<file path="config.mk">
export PLATFORM = sky130hd
export DESIGN_NAME = rst_sequencer
export DESIGN_NICKNAME = d
export VERILOG_FILES = /design/src/rtl/rst_seq_pkg.sv /design/src/rtl/rst_req_combine.sv /design/src/rtl/rst_release_sync.sv /design/src/rtl/rst_release_timer.sv /design/src/rtl/rst_out_pipe.sv /design/src/rtl/rst_sequencer.sv
export SDC_FILE = /design/constraint.sdc
export NUM_CORES = 1
export LEC_CHECK = 0
export ABC_AREA = 0
export CORE_MARGIN = 2
export CORE_UTILIZATION = 58
export CTS_CLUSTER_SIZE = 14
export DETAILED_ROUTE_END_ITERATION = 7
export PLACE_DENSITY = 0.83
export SLEW_MARGIN = 20
export SYNTH_ARGS = -nofsm -noshare
export SYNTH_HDL_FRONTEND = slang
export SYNTH_HIERARCHICAL = 1
export SYNTH_SLANG_ARGS = --single-unit
export TNS_END_PERCENT = 5
</file>
<file path="constraint.sdc">
create_clock -name clk_i -period 3.8 [get_ports clk_i]
set_clock_uncertainty 0.1 [all_clocks]
set_input_delay 0.76 -clock clk_i [delete_from_list [all_inputs] [get_ports clk_i]]
set_output_delay 0.76 -clock clk_i [all_outputs]
set_load 0.03 [all_outputs]
</file>
<file path="src/rtl/rst_seq_pkg.sv">
package rst_seq_pkg;

   // Clock edges from request removal until a pipeline stage releases
   function automatic int unsigned release_latency(int unsigned cnt_w,
                                                   int unsigned sync_len,
                                                   int unsigned stage);
      return (32'd1 << cnt_w) + sync_len + stage;
   endfunction

endpackage

</file>
<file path="src/rtl/rst_req_combine.sv">
module rst_req_combine (
   input  logic pll_locked_i,
   input  logic hw_rst_n_i,
   input  logic sw_rst_i,
   output logic req_o
);
   // any single cause forms the request
   assign req_o = !pll_locked_i || !hw_rst_n_i || sw_rst_i;
endmodule

</file>
<file path="src/rtl/rst_release_sync.sv">
module rst_release_sync #(
   parameter int unsigned STAGES = 2
) (
   input  logic clk_i,
   input  logic arst_n_i,
   output logic rel_o
);
   logic [STAGES-1:0] sync_q;

   always_ff @(posedge clk_i or negedge arst_n_i) begin
      if (!arst_n_i) sync_q <= '0;
      else           sync_q <= {sync_q[STAGES-2:0], 1'b1};
   end

   assign rel_o = sync_q[STAGES-1];

   // Release leaves the synchronizer only after a full pass through it
   assert_sync_order_R3: assert property (@(posedge clk_i) disable iff (!arst_n_i)
      $rose(rel_o) |-> $past(sync_q[STAGES-2]));
endmodule

</file>
<file path="src/rtl/rst_release_timer.sv">
module rst_release_timer #(
   parameter int unsigned CNT_W = 16
) (
   input  logic clk_i,
   input  logic arst_n_i,
   input  logic start_i,
   output logic done_o
);
   logic [CNT_W-1:0] cnt_q;
   logic             done_q;

   always_ff @(posedge clk_i or negedge arst_n_i) begin
      if (!arst_n_i) begin
         cnt_q  <= '0;
         done_q <= 1'b0;
      end else if (start_i && !done_q) begin
         cnt_q <= cnt_q + 1'b1;
         if (cnt_q == {CNT_W{1'b1}}) done_q <= 1'b1;
      end
   end

   assign done_o = done_q;

   assert_idle_count_R2: assert property (@(posedge clk_i) disable iff (!arst_n_i)
      !start_i |-> (cnt_q == '0 && !done_q));
   assert_full_wrap_R3: assert property (@(posedge clk_i) disable iff (!arst_n_i)
      $rose(done_q) |-> $past(cnt_q) == {CNT_W{1'b1}});
   assert_done_sticky_R7: assert property (@(posedge clk_i) disable iff (!arst_n_i)
      done_q |=> done_q);
endmodule

</file>
<file path="src/rtl/rst_out_pipe.sv">
module rst_out_pipe #(
   parameter int unsigned DEPTH    = 4,
   parameter int unsigned NUM_TAPS = 2,
   parameter int unsigned TAP_SEL [NUM_TAPS] = '{1, 4}
) (
   input  logic                clk_i,
   input  logic                arst_n_i,
   input  logic                done_i,
   output logic                last_o,
   output logic [NUM_TAPS-1:0] taps_o
);
   logic [DEPTH-1:0] stage_q;

   always_ff @(posedge clk_i or negedge arst_n_i) begin
      if (!arst_n_i) stage_q <= '0;
      else           stage_q <= {stage_q[DEPTH-2:0], done_i};
   end

   assign last_o = stage_q[DEPTH-1];

   for (genvar k = 0; k < NUM_TAPS; k++) begin : g_tap
      assign taps_o[k] = stage_q[TAP_SEL[k]-1];
   end

   assert_stage0_R5: assert property (@(posedge clk_i) disable iff (!arst_n_i)
      $rose(stage_q[0]) |-> $past(done_i));
   for (genvar s = 1; s < DEPTH; s++) begin : g_chk
      assert_stage_shift_R5: assert property (@(posedge clk_i) disable iff (!arst_n_i)
         $rose(stage_q[s]) |-> $past(stage_q[s-1]));
   end
endmodule

</file>
<file path="src/rtl/rst_sequencer.sv">
module rst_sequencer
   import rst_seq_pkg::*;
#(
   parameter int unsigned CNT_W       = 16,
   parameter int unsigned SYNC_STAGES = 2,
   parameter int unsigned DEPTH       = 4,
   parameter int unsigned NUM_TAPS    = 2,
   parameter int unsigned TAP_SEL [NUM_TAPS] = '{1, 4}
) (
   input  logic                clk_i,
   input  logic                pll_locked_i,
   input  logic                hw_rst_n_i,
   input  logic                sw_rst_i,
   output logic                rst_n_o,
   output logic [NUM_TAPS-1:0] tap_rst_n_o,
   output logic                in_reset_o
);
   localparam int unsigned RELEASE_EDGES = release_latency(CNT_W, SYNC_STAGES, DEPTH);

   if (CNT_W < 2 || CNT_W > 30) begin : g_bad_cnt
      $error("rst_sequencer: CNT_W must lie in 2..30");
   end
   if (SYNC_STAGES < 2) begin : g_bad_sync
      $error("rst_sequencer: SYNC_STAGES must be at least 2");
   end
   if (DEPTH < 2) begin : g_bad_depth
      $error("rst_sequencer: DEPTH must be at least 2");
   end
   for (genvar k = 0; k < NUM_TAPS; k++) begin : g_tap_chk
      if (TAP_SEL[k] < 1 || TAP_SEL[k] > DEPTH) begin : g_bad_tap
         $error("rst_sequencer: TAP_SEL entry out of 1..DEPTH");
      end
   end

   logic req;
   logic arst_n;
   logic rel;
   logic done;
   logic last;

   rst_req_combine u_combine (
      .pll_locked_i (pll_locked_i),
      .hw_rst_n_i   (hw_rst_n_i),
      .sw_rst_i     (sw_rst_i),
      .req_o        (req)
   );

   assign arst_n = !req;

   rst_release_sync #(.STAGES(SYNC_STAGES)) u_sync (
      .clk_i    (clk_i),
      .arst_n_i (arst_n),
      .rel_o    (rel)
   );

   rst_release_timer #(.CNT_W(CNT_W)) u_timer (
      .clk_i    (clk_i),
      .arst_n_i (arst_n),
      .start_i  (rel),
      .done_o   (done)
   );

   rst_out_pipe #(.DEPTH(DEPTH), .NUM_TAPS(NUM_TAPS), .TAP_SEL(TAP_SEL)) u_pipe (
      .clk_i    (clk_i),
      .arst_n_i (arst_n),
      .done_i   (done),
      .last_o   (last),
      .taps_o   (tap_rst_n_o)
   );

   assign rst_n_o    = last;
   assign in_reset_o = !last;

   // Edge counter used by the release-window checks (saturating)
   logic [31:0] chk_edges_q;
   always_ff @(posedge clk_i or negedge arst_n) begin
      if (!arst_n)                 chk_edges_q <= '0;
      else if (chk_edges_q != '1)  chk_edges_q <= chk_edges_q + 1'b1;
   end

   assert_async_hold_R1: assert property (@(posedge clk_i)
      req |-> (!rst_n_o && tap_rst_n_o == '0));
   assert_early_hold_R3: assert property (@(posedge clk_i) disable iff (req)
      (chk_edges_q < RELEASE_EDGES) |-> !rst_n_o);
   assert_on_time_R3: assert property (@(posedge clk_i) disable iff (req)
      (chk_edges_q >= RELEASE_EDGES) |-> rst_n_o);
   assert_stays_up_R7: assert property (@(posedge clk_i) disable iff (req)
      rst_n_o |=> rst_n_o);
endmodule

</file>
# Word level (Yosys, flattened, before mapping)
# Index checks and enable logic that the tools add are counted.
# op_classes
add_sub_neg,1
eq_ne,1
n_reduce_logical,8
# ops
op,n
"adder 16 x 1 -> 16 bit, second input constant",1
"equality test 16 bit, second input constant",1
logical NOT 1 bit,4
logical OR 1 bit,2
AND reduction 2 bit,1
logical AND 1 bit,1
# word_totals
regBits,23
input_bits,4
output_inout_bits,4
wordCells,14

# Longest topological paths before layout
# Gate-level depths: netlist of run 1.
# depth
word_depth,3
ltp_mapped,5

# By module
# Netlist of run 1, hierarchy kept.
# modules_own_cells
mod,n_inst,cells_per_inst,area_each_um2
rst_release_timer,1,58,760.7
rst_out_pipe,1,6,115.1
rst_release_sync,1,3,53.8
rst_req_combine,1,1,7.5
rst_sequencer,1,2,7.5

# Least setup slack after synthesis of run 1
# No wires, ideal clock.
# synth_path
path_type,register to output
start,reg u_pipe.stage_q[3]
end,out in_reset_o
arrival_ns,0.730
path_slack_ns,2.210
path_stages_with_launch,2
n_path_buf,0
cell_sequence,dfrtp_1 > inv_1
# synth_via
elab_chain_cells,1
# synth_lines
element,line,source
start: declaration,rst_out_pipe.sv:12,logic [DEPTH-1:0] stage_q;
start signal: assignment,rst_out_pipe.sv:16,"else stage_q <= {stage_q[DEPTH-2:0], done_i};"
logical NOT 1 bit,rst_sequencer.sv:72,assign in_reset_o = !last;
end: declaration,rst_sequencer.sv:16,output logic in_reset_o
# Every way passes these cells.

# Final worst setup path of run 1
# Ends and elaborated chain as after synthesis.

==> results of run 1 <==
[stage by stage]
step | cells | setup WS (ps) | utilization | total power, W
after floorplan | 70 | 2210 | - | 0.000387
after global placement | 91 | 1760 | 0.669 | 0.000402
after detailed placement | 91 | 1740 | 0.669 | 0.000407
after CTS | 95 | 1490 | 0.687 | 0.000515
after global routing | 95 | 1460 | 0.687 | 0.000543
final | 95 | 1500 | 0.687 | 0.000509
[kinds of logic (layout without fill, tap and decap cells)]
kind of cell | count (synthesis) | count (layout) | share of synthesized area
flip-flops | 23 | 23 | 0.609
AND/OR/NAND/NOR | 23 | 23 | 0.184
XOR/XNOR | 15 | 15 | 0.139
buffers and inverters | 5 | 14 | 0.0278
adder cells (fa/ha/maj) | 1 | 1 | 0.0132
other | 1 | 1 | 0.00397
AO/OA/AOI/OAI | 1 | 1 | 0.0106
multiplexers | 1 | 1 | 0.0119
[sequential cells by signal, indices dropped and copies added, names as in the netlist]
name            cells
u_sync/sync_q       2
u_timer/cnt_q      16
u_timer/done_o      1
u_pipe/stage_q      4
[final cells by class]
cell class | instances | area (sq um) | share of cell area
clock buffers | 3 | 22.5 | 0.0215
well taps | 16 | 20.0 | 0.0191
multi-input cells | 42 | 343 | 0.327
clock inverters | 1 | 5.00 | 0.00478
repair buffers | 7 | 70.1 | 0.0669
flip-flops and latches | 23 | 576 | 0.550
inverters | 3 | 11.3 | 0.0108
[worst max-delay path by stage]
stage	startpoint	to	depth (start not counted)
floorplan	u_pipe/stage_q[3]$_DFF_PN0_	in_reset_o	1
global placement	sw_rst_i	u_timer/cnt_q[10]$_DFFE_PN0P_	3
detailed placement	sw_rst_i	u_timer/cnt_q[10]$_DFFE_PN0P_	3
CTS	u_pipe/stage_q[3]$_DFF_PN0_	in_reset_o	2
global route	u_pipe/stage_q[3]$_DFF_PN0_	in_reset_o	2
finish	u_pipe/stage_q[3]$_DFF_PN0_	in_reset_o	2
[worst register-to-register path: cells and delay by family (launching register included)]
family | cells | cell delay, ps
xor+xnor | 1 | 140
flops | 1 | 420
fa+ha+maj | 1 | 220
simple gates | 3 | 640
[cells in the mapped netlist]
cell	number	area share
sky130_fd_sc_hd__a41o_1	1	0.011
sky130_fd_sc_hd__and4_1	3	0.028
sky130_fd_sc_hd__buf_4	2	0.016
sky130_fd_sc_hd__conb_1	1	0.0040
sky130_fd_sc_hd__dfrtp_1	23	0.61
sky130_fd_sc_hd__ha_1	1	0.013
sky130_fd_sc_hd__inv_1	3	0.012
sky130_fd_sc_hd__mux2_2	1	0.012
sky130_fd_sc_hd__nand2_1	5	0.020
sky130_fd_sc_hd__nand3_1	4	0.021
sky130_fd_sc_hd__nand3_2	1	0.011
sky130_fd_sc_hd__nand3b_1	1	0.0079
sky130_fd_sc_hd__nand3b_4	1	0.021
sky130_fd_sc_hd__nand4_1	1	0.0066
sky130_fd_sc_hd__nand4b_2	1	0.016
sky130_fd_sc_hd__nor2_1	3	0.012
sky130_fd_sc_hd__nor2b_1	1	0.0066
sky130_fd_sc_hd__nor3_4	2	0.034
sky130_fd_sc_hd__xnor2_1	9	0.083
sky130_fd_sc_hd__xor2_1	6	0.056
[metal layers]
| layer | vias to the layer above | part of all wire | global-route usage |
|---|---|---|---|
| li1 | 249 | - | - |
| met1 | 255 | 0.46 | 0.188 |
| met2 | 3 | 0.51 | 0.285 |
| met3 | 2 | 0.018 | 0.0490 |
| met4 | 0 | 0.0076 | 0.0909 |
| met5 | - | 0 | 0 |
[power by group through the flow]
stage	sequential (W)	clock, W	combinational (W)
floorplan	0.000316	0	0.0000712
global placement	0.000322	0	0.0000801
detailed placement	0.000323	0	0.0000837
CTS	0.000318	0.000112	0.0000845
global route	0.000324	0.000122	0.0000974
finish	0.000318	0.000108	0.0000828
==> impl_metrics.yaml, run 1 <==
floorplanning:
  dieArea_sq_mm: 0.00197
  number_of_placement_rows: 14
  initial_core_util: 0.620
  chipWidth_microns: 44.4
  core_sq_mm: 0.00152
  num_io_pins: 8
  die_height_microns: 44.4
logic_synthesis:
  ys_seq_area_frac: 0.609
  synthDistinctLibCells: 20
  syn-instance-count: 70
  yosysWarnings: 6
  post_synth_instance_area_sq_um: 945
  postSynthAreaPerCell_sq_um: 13.5
  ys_ff_latch: 23
  synth_nets: 75
setup_path:
  worstRegToRegCells: 5
  timing.setup.critical_path_class: "reg2out"
  critical_path.startpoint_type: "flop"
  max_fo_critical_path: 3
  critical_path.slowest_cell: "sky130_fd_sc_hd__clkdlybuf4s50_1"
  r2r_start: "u_timer/cnt_q[0]$_DFFE_PN0P_"
  worst-r2r-setup-slack_ps: 2240
  slowest_delay_ps: 650
  cp_num_buf_inv: 2
  reg2reg_to: "u_timer/cnt_q[10]$_DFFE_PN0P_"
  critPathArrivalTime_ps: 1440
  cp_cell_sequence: "inv_1 > clkdlybuf4s50_1"
  cp-end-kind: "output port"
  data_required_critical_path_ps: 2940
  timing.critical_path.max_delay_family: "buffers and inverters"
cells_and_area:
  final_cell_area_sq_mm: 0.00105
  fill_cells: 102
  final_cell_mix: "sky130_fd_sc_hd__dfrtp_1 (23), sky130_fd_sc_hd__xnor2_1 (9), sky130_fd_sc_hd__clkdlybuf4s50_1 (7)"
  drive_gt1_frac: 0.127
  layout.nets: 85
  antennaDiodeCount: 0
  mostFrequentLayoutCell: "sky130_fd_sc_hd__dfrtp_1"
  syn2layout_area_growth_pct: 10.9
power:
  seqPwrFrac: 0.626
  powerDensity_mw_per_mm2: 486
  leakage_component_of_the_power_nw: 0.535
  clk_pwr_share: 0.212
  pwr-share-comb: 0.163
  maximum_ir_drop_on_the_vdd_rail_mv: 0.368
  sw_frac_of_total: 0.288
  netSwitchingPower_w: 0.000147
  internal_w: 0.000362
sta:
  portion_of_the_clock_cycle_consumed_by_the_worst_path_in_the_final_layout: 0.604
  finalHoldWorstSlack_ps: 261
  rsz_0062_raised_after_global_routing: "no"
  max_slew.worst_pin.slew_ps: 808
  finalSetupTns_ps: 0
  fin_max_slew_vios: 0
  fmax_mhz: 436
  setup_viol: 0
  period_needed_ps: 2300
  timing.max_slew.rel_slack: 0.461
  hold_violations: 0
hold_path:
  hold-path-cell-count: 0
  min_from: "u_pipe/stage_q[1]$_DFF_PN0_"
  min_path_type: "reg2reg"
  timing.hold.worst_endpoint: "u_pipe/stage_q[2]$_DFF_PN0_"
clock_network:
  cts_tree: "built"
  cts-hold-fix-buffers: 0
  clk_transition_reported_paths_ps: 120
  clkLatencyLatePin_ps: 310
  clockBufferDepth: 2
  post_cts.repair.setup_buffers: 0
  cts_root_buf: "sky130_fd_sc_hd__clkbuf_4"
  cts_sinks: 23
  ctsResizeCount: 0
  num_cts_buffers: 3
  htree_levels: 1
grt:
  global_route_wire_length_before_repair_microns: 2240
  maximum_number_of_pins_on_one_net_before_global_route_repair: 24
  globalRouteOverflowTotal: 0
  grt_pass1_vias: 543
  grt_usage: 0.167
  number_of_antenna_violations_at_the_first_check_in_global_routing: 0
route:
  detail_route.first_pass.iterations: 4
  detailedRoute.firstIterationViolations: 4
  post_drt_via_cell_ratio: 5.36
  drtAntennaViolNets: 0
  detail_route.wirelength_microns: 1320
  route.vias.total: 509
  drt-wirelength-per-cell_microns: 13.9
  drt_drc_violations_left: 0
outcome:
  run_status: "finished clean"
placement:
  port_buffers: 7
  hpwlAfterDp_microns: 966
  placed_area_sq_mm: 0.00102
  gp_routability_congestion: 0.716
job:
  max_capacitance_violation_count: 0
No activity file was read; power rests on OpenSTA's default activity.
==> run 2: changes to the inputs <==
--- a/config.mk
+++ b/config.mk
@@ -6,11 +6,12 @@
 export NUM_CORES = 1
 export LEC_CHECK = 0
 export ABC_AREA = 0
+export CORE_ASPECT_RATIO = 1.4
 export CORE_MARGIN = 2
-export CORE_UTILIZATION = 58
+export CORE_UTILIZATION = 49
 export CTS_CLUSTER_SIZE = 14
 export DETAILED_ROUTE_END_ITERATION = 7
-export PLACE_DENSITY = 0.83
+export PLACE_DENSITY = 0.75
 export SLEW_MARGIN = 20
 export SYNTH_ARGS = -nofsm -noshare
 export SYNTH_HDL_FRONTEND = slang
==> constraint.sdc (replaced) <==
create_clock -name clk_i -period 2.1 [get_ports clk_i]
set_clock_uncertainty 0.1 [all_clocks]
set_input_delay 0.42 -clock clk_i [delete_from_list [all_inputs] [get_ports clk_i]]
set_output_delay 0.42 -clock clk_i [all_outputs]
set_load 0.03 [all_outputs]
==> impl_metrics.yaml, run 2 (synthesis gave the netlist of run 1 again) <==
sta:
  finalSetupTns_ps: 0
  fin_max_slew_vios: 0
  rsz_0062_raised_after_global_routing: "no"
  hold_violations: 0
  portion_of_the_clock_cycle_consumed_by_the_worst_path_in_the_final_layout: 0.919
  fmax_mhz: 518
  finalWorstSetupSlack_ps: 170
  finalHoldWorstSlack_ps: 266
  period_needed_ps: 1930
  setup_viol: 0
grt:
  grt_pass1_vias: 540
  maximum_number_of_pins_on_one_net_before_global_route_repair: 14
  global_route_wire_length_before_repair_microns: 2280
  globalRouteOverflowTotal: 0
  grt_usage: 0.142
  number_of_antenna_violations_at_the_first_check_in_global_routing: 0
route:
  detailedRoute.firstIterationViolations: 4
  detail_route.wirelength_microns: 1220
  met2RoutedLength_microns: 655
  drt_drc_violations_left: 0
  dr_wl_met3_microns: 20
  drt-wirelength-per-cell_microns: 12.1
  detail_route.first_pass.iterations: 2
  drtAntennaViolNets: 0
  route.top_layer_used: "met4"
  detail_route.wirelength.met1_microns: 511
  route.vias.total: 514
  post_drt_via_cell_ratio: 5.09
floorplanning:
  core_sq_mm: 0.00180
  die_height_microns: 56.0
  chipWidth_microns: 41.1
  initial_core_util: 0.524
  number_of_placement_rows: 18
  num_io_pins: 8
  dieArea_sq_mm: 0.00230
placement:
  port_buffers: 7
  gp_routability_congestion: 0.706
  hpwlAfterDp_microns: 959
  placed_cells_incl_taps: 97
  setup_slack_at_placement_ps: 501
  placed_area_sq_mm: 0.00104
power:
  sw_frac_of_total: 0.286
  seqPwrFrac: 0.625
  internal_w: 0.000660
  netSwitchingPower_w: 0.000264
  powerDensity_mw_per_mm2: 867
  maximum_ir_drop_on_the_vdd_rail_mv: 0.582
  leakage_component_of_the_power_nw: 0.543
  clk_pwr_share: 0.213
  pwr-share-comb: 0.163
cells_and_area:
  post_route_non_filler_standard_cell_count: 101
  layout.nets: 87
  antennaDiodeCount: 0
  regMostFlops: "u_timer/cnt_q"
  final_cell_mix: "sky130_fd_sc_hd__dfrtp_1 (23), sky130_fd_sc_hd__xnor2_1 (9), sky130_fd_sc_hd__clkdlybuf4s50_1 (7)"
  largest_registers: "u_timer/cnt_q (16), u_pipe/stage_q (4), u_sync/sync_q (2)"
  largest_reg_flops: 16
  syn2layout_area_growth_pct: 12.8
  drive_gt1_frac: 0.136
  final_cell_area_sq_mm: 0.00107
  mostFrequentLayoutCell: "sky130_fd_sc_hd__dfrtp_1"
setup_path:
  worst-r2r-setup-slack_ps: 540
  cp-end-kind: "output port"
  r2r_start: "u_timer/cnt_q[0]$_DFFE_PN0P_"
  critical_path.slowest_cell: "sky130_fd_sc_hd__clkdlybuf4s50_1"
  critical_path.startpoint_type: "flop"
  reg2reg_to: "u_timer/cnt_q[10]$_DFFE_PN0P_"
  cp_cell_sequence: "inv_1 > clkdlybuf4s50_1"
  timing.setup.critical_path_class: "reg2out"
  max_fo_critical_path: 3
  worstRegToRegCells: 5
  critPathArrivalTime_ps: 1410
  data_required_critical_path_ps: 1580
  slowest_delay_ps: 650
clock_network:
  cts_tree: "built"
  num_cts_buffers: 3
  clockBufferDepth: 2
  cts_root_buf: "sky130_fd_sc_hd__clkbuf_4"
  htree_levels: 1
  cts_sinks: 23
  clkLatencyLatePin_ps: 300
  ctsResizeCount: 0
  post_cts.repair.setup_buffers: 0
  clk_transition_reported_paths_ps: 110
  cts-hold-fix-buffers: 0
hold_path:
  timing.hold.worst_endpoint: "u_pipe/stage_q[3]$_DFF_PN0_"
  min_path_type: "reg2reg"
  min_from: "u_pipe/stage_q[2]$_DFF_PN0_"
  hold-path-cell-count: 0
outcome:
  run_status: "finished clean"
job:
  max_capacitance_violation_count: 0
run 2: how the worst max path moves through the flow:
stage                                       startpoint  cells after the start                             to
final                      u_pipe/stage_q[3]$_DFF_PN0_                      2                     in_reset_o
after detailed placement   u_pipe/stage_q[3]$_DFF_PN0_                      2                     in_reset_o
after global routing       u_pipe/stage_q[3]$_DFF_PN0_                      2                     in_reset_o
after global placement     u_pipe/stage_q[3]$_DFF_PN0_                      2                     in_reset_o
after CTS                  u_pipe/stage_q[3]$_DFF_PN0_                      2                     in_reset_o
after floorplan           u_timer/cnt_q[0]$_DFFE_PN0P_                      5  u_timer/cnt_q[10]$_DFFE_PN0P_
run 2: metrics by stage:
step / total power, W / util
6_report: 0.000924 / 0.592
5_1_grt: 0.000975 / 0.592
4_1_cts: 0.000934 / 0.592
3_5_place_dp: 0.000742 / 0.577
3_3_place_gp: 0.000731 / 0.577
2_1_floorplan: 0.000701 / -
run 2: final cells by class:
type                       count  area, sq um
clock buffer                   4         26.3
inverter                       3         11.3
tap                           20         25.0
sequential                    23          576
multi-input combinational     42          343
fill                         167          736
timing repair buffer           9         85.1
run 2: per-layer routing:
metal  global-route usage  vias up
met4               0.0691        0
met2                0.208        3
li1                     -      249
met3               0.0360        4
met1                0.190      258
met5                    0        -
run 2: power by group through the flow:
stage	combinational (W)	sequential, W	clock [W]
after CTS	0.000154	0.000579	0.000202
after floorplan	0.000129	0.000572	0
after global routing	0.000172	0.000587	0.000216
after global placement	0.000146	0.000585	0
final	0.000150	0.000577	0.000196
after detailed placement	0.000154	0.000588	0
run 2: critical path, delay by kind of cell, from the launching register on:
family | cells | cell delay [ps]
DFF | 1 | 400
buffers and inverters | 2 | 700
==> run 3: changes to the inputs <==
--- a/config.mk
+++ b/config.mk
@@ -12,6 +12,7 @@
 export CTS_CLUSTER_SIZE = 14
 export DETAILED_ROUTE_END_ITERATION = 7
 export PLACE_DENSITY = 0.75
+export SKIP_CTS_REPAIR_TIMING = 1
 export SLEW_MARGIN = 20
 export SYNTH_ARGS = -nofsm -noshare
 export SYNTH_HDL_FRONTEND = slang
==> results of run 3 <==
Final layout, timing and power as in run 2 (identical DEF).
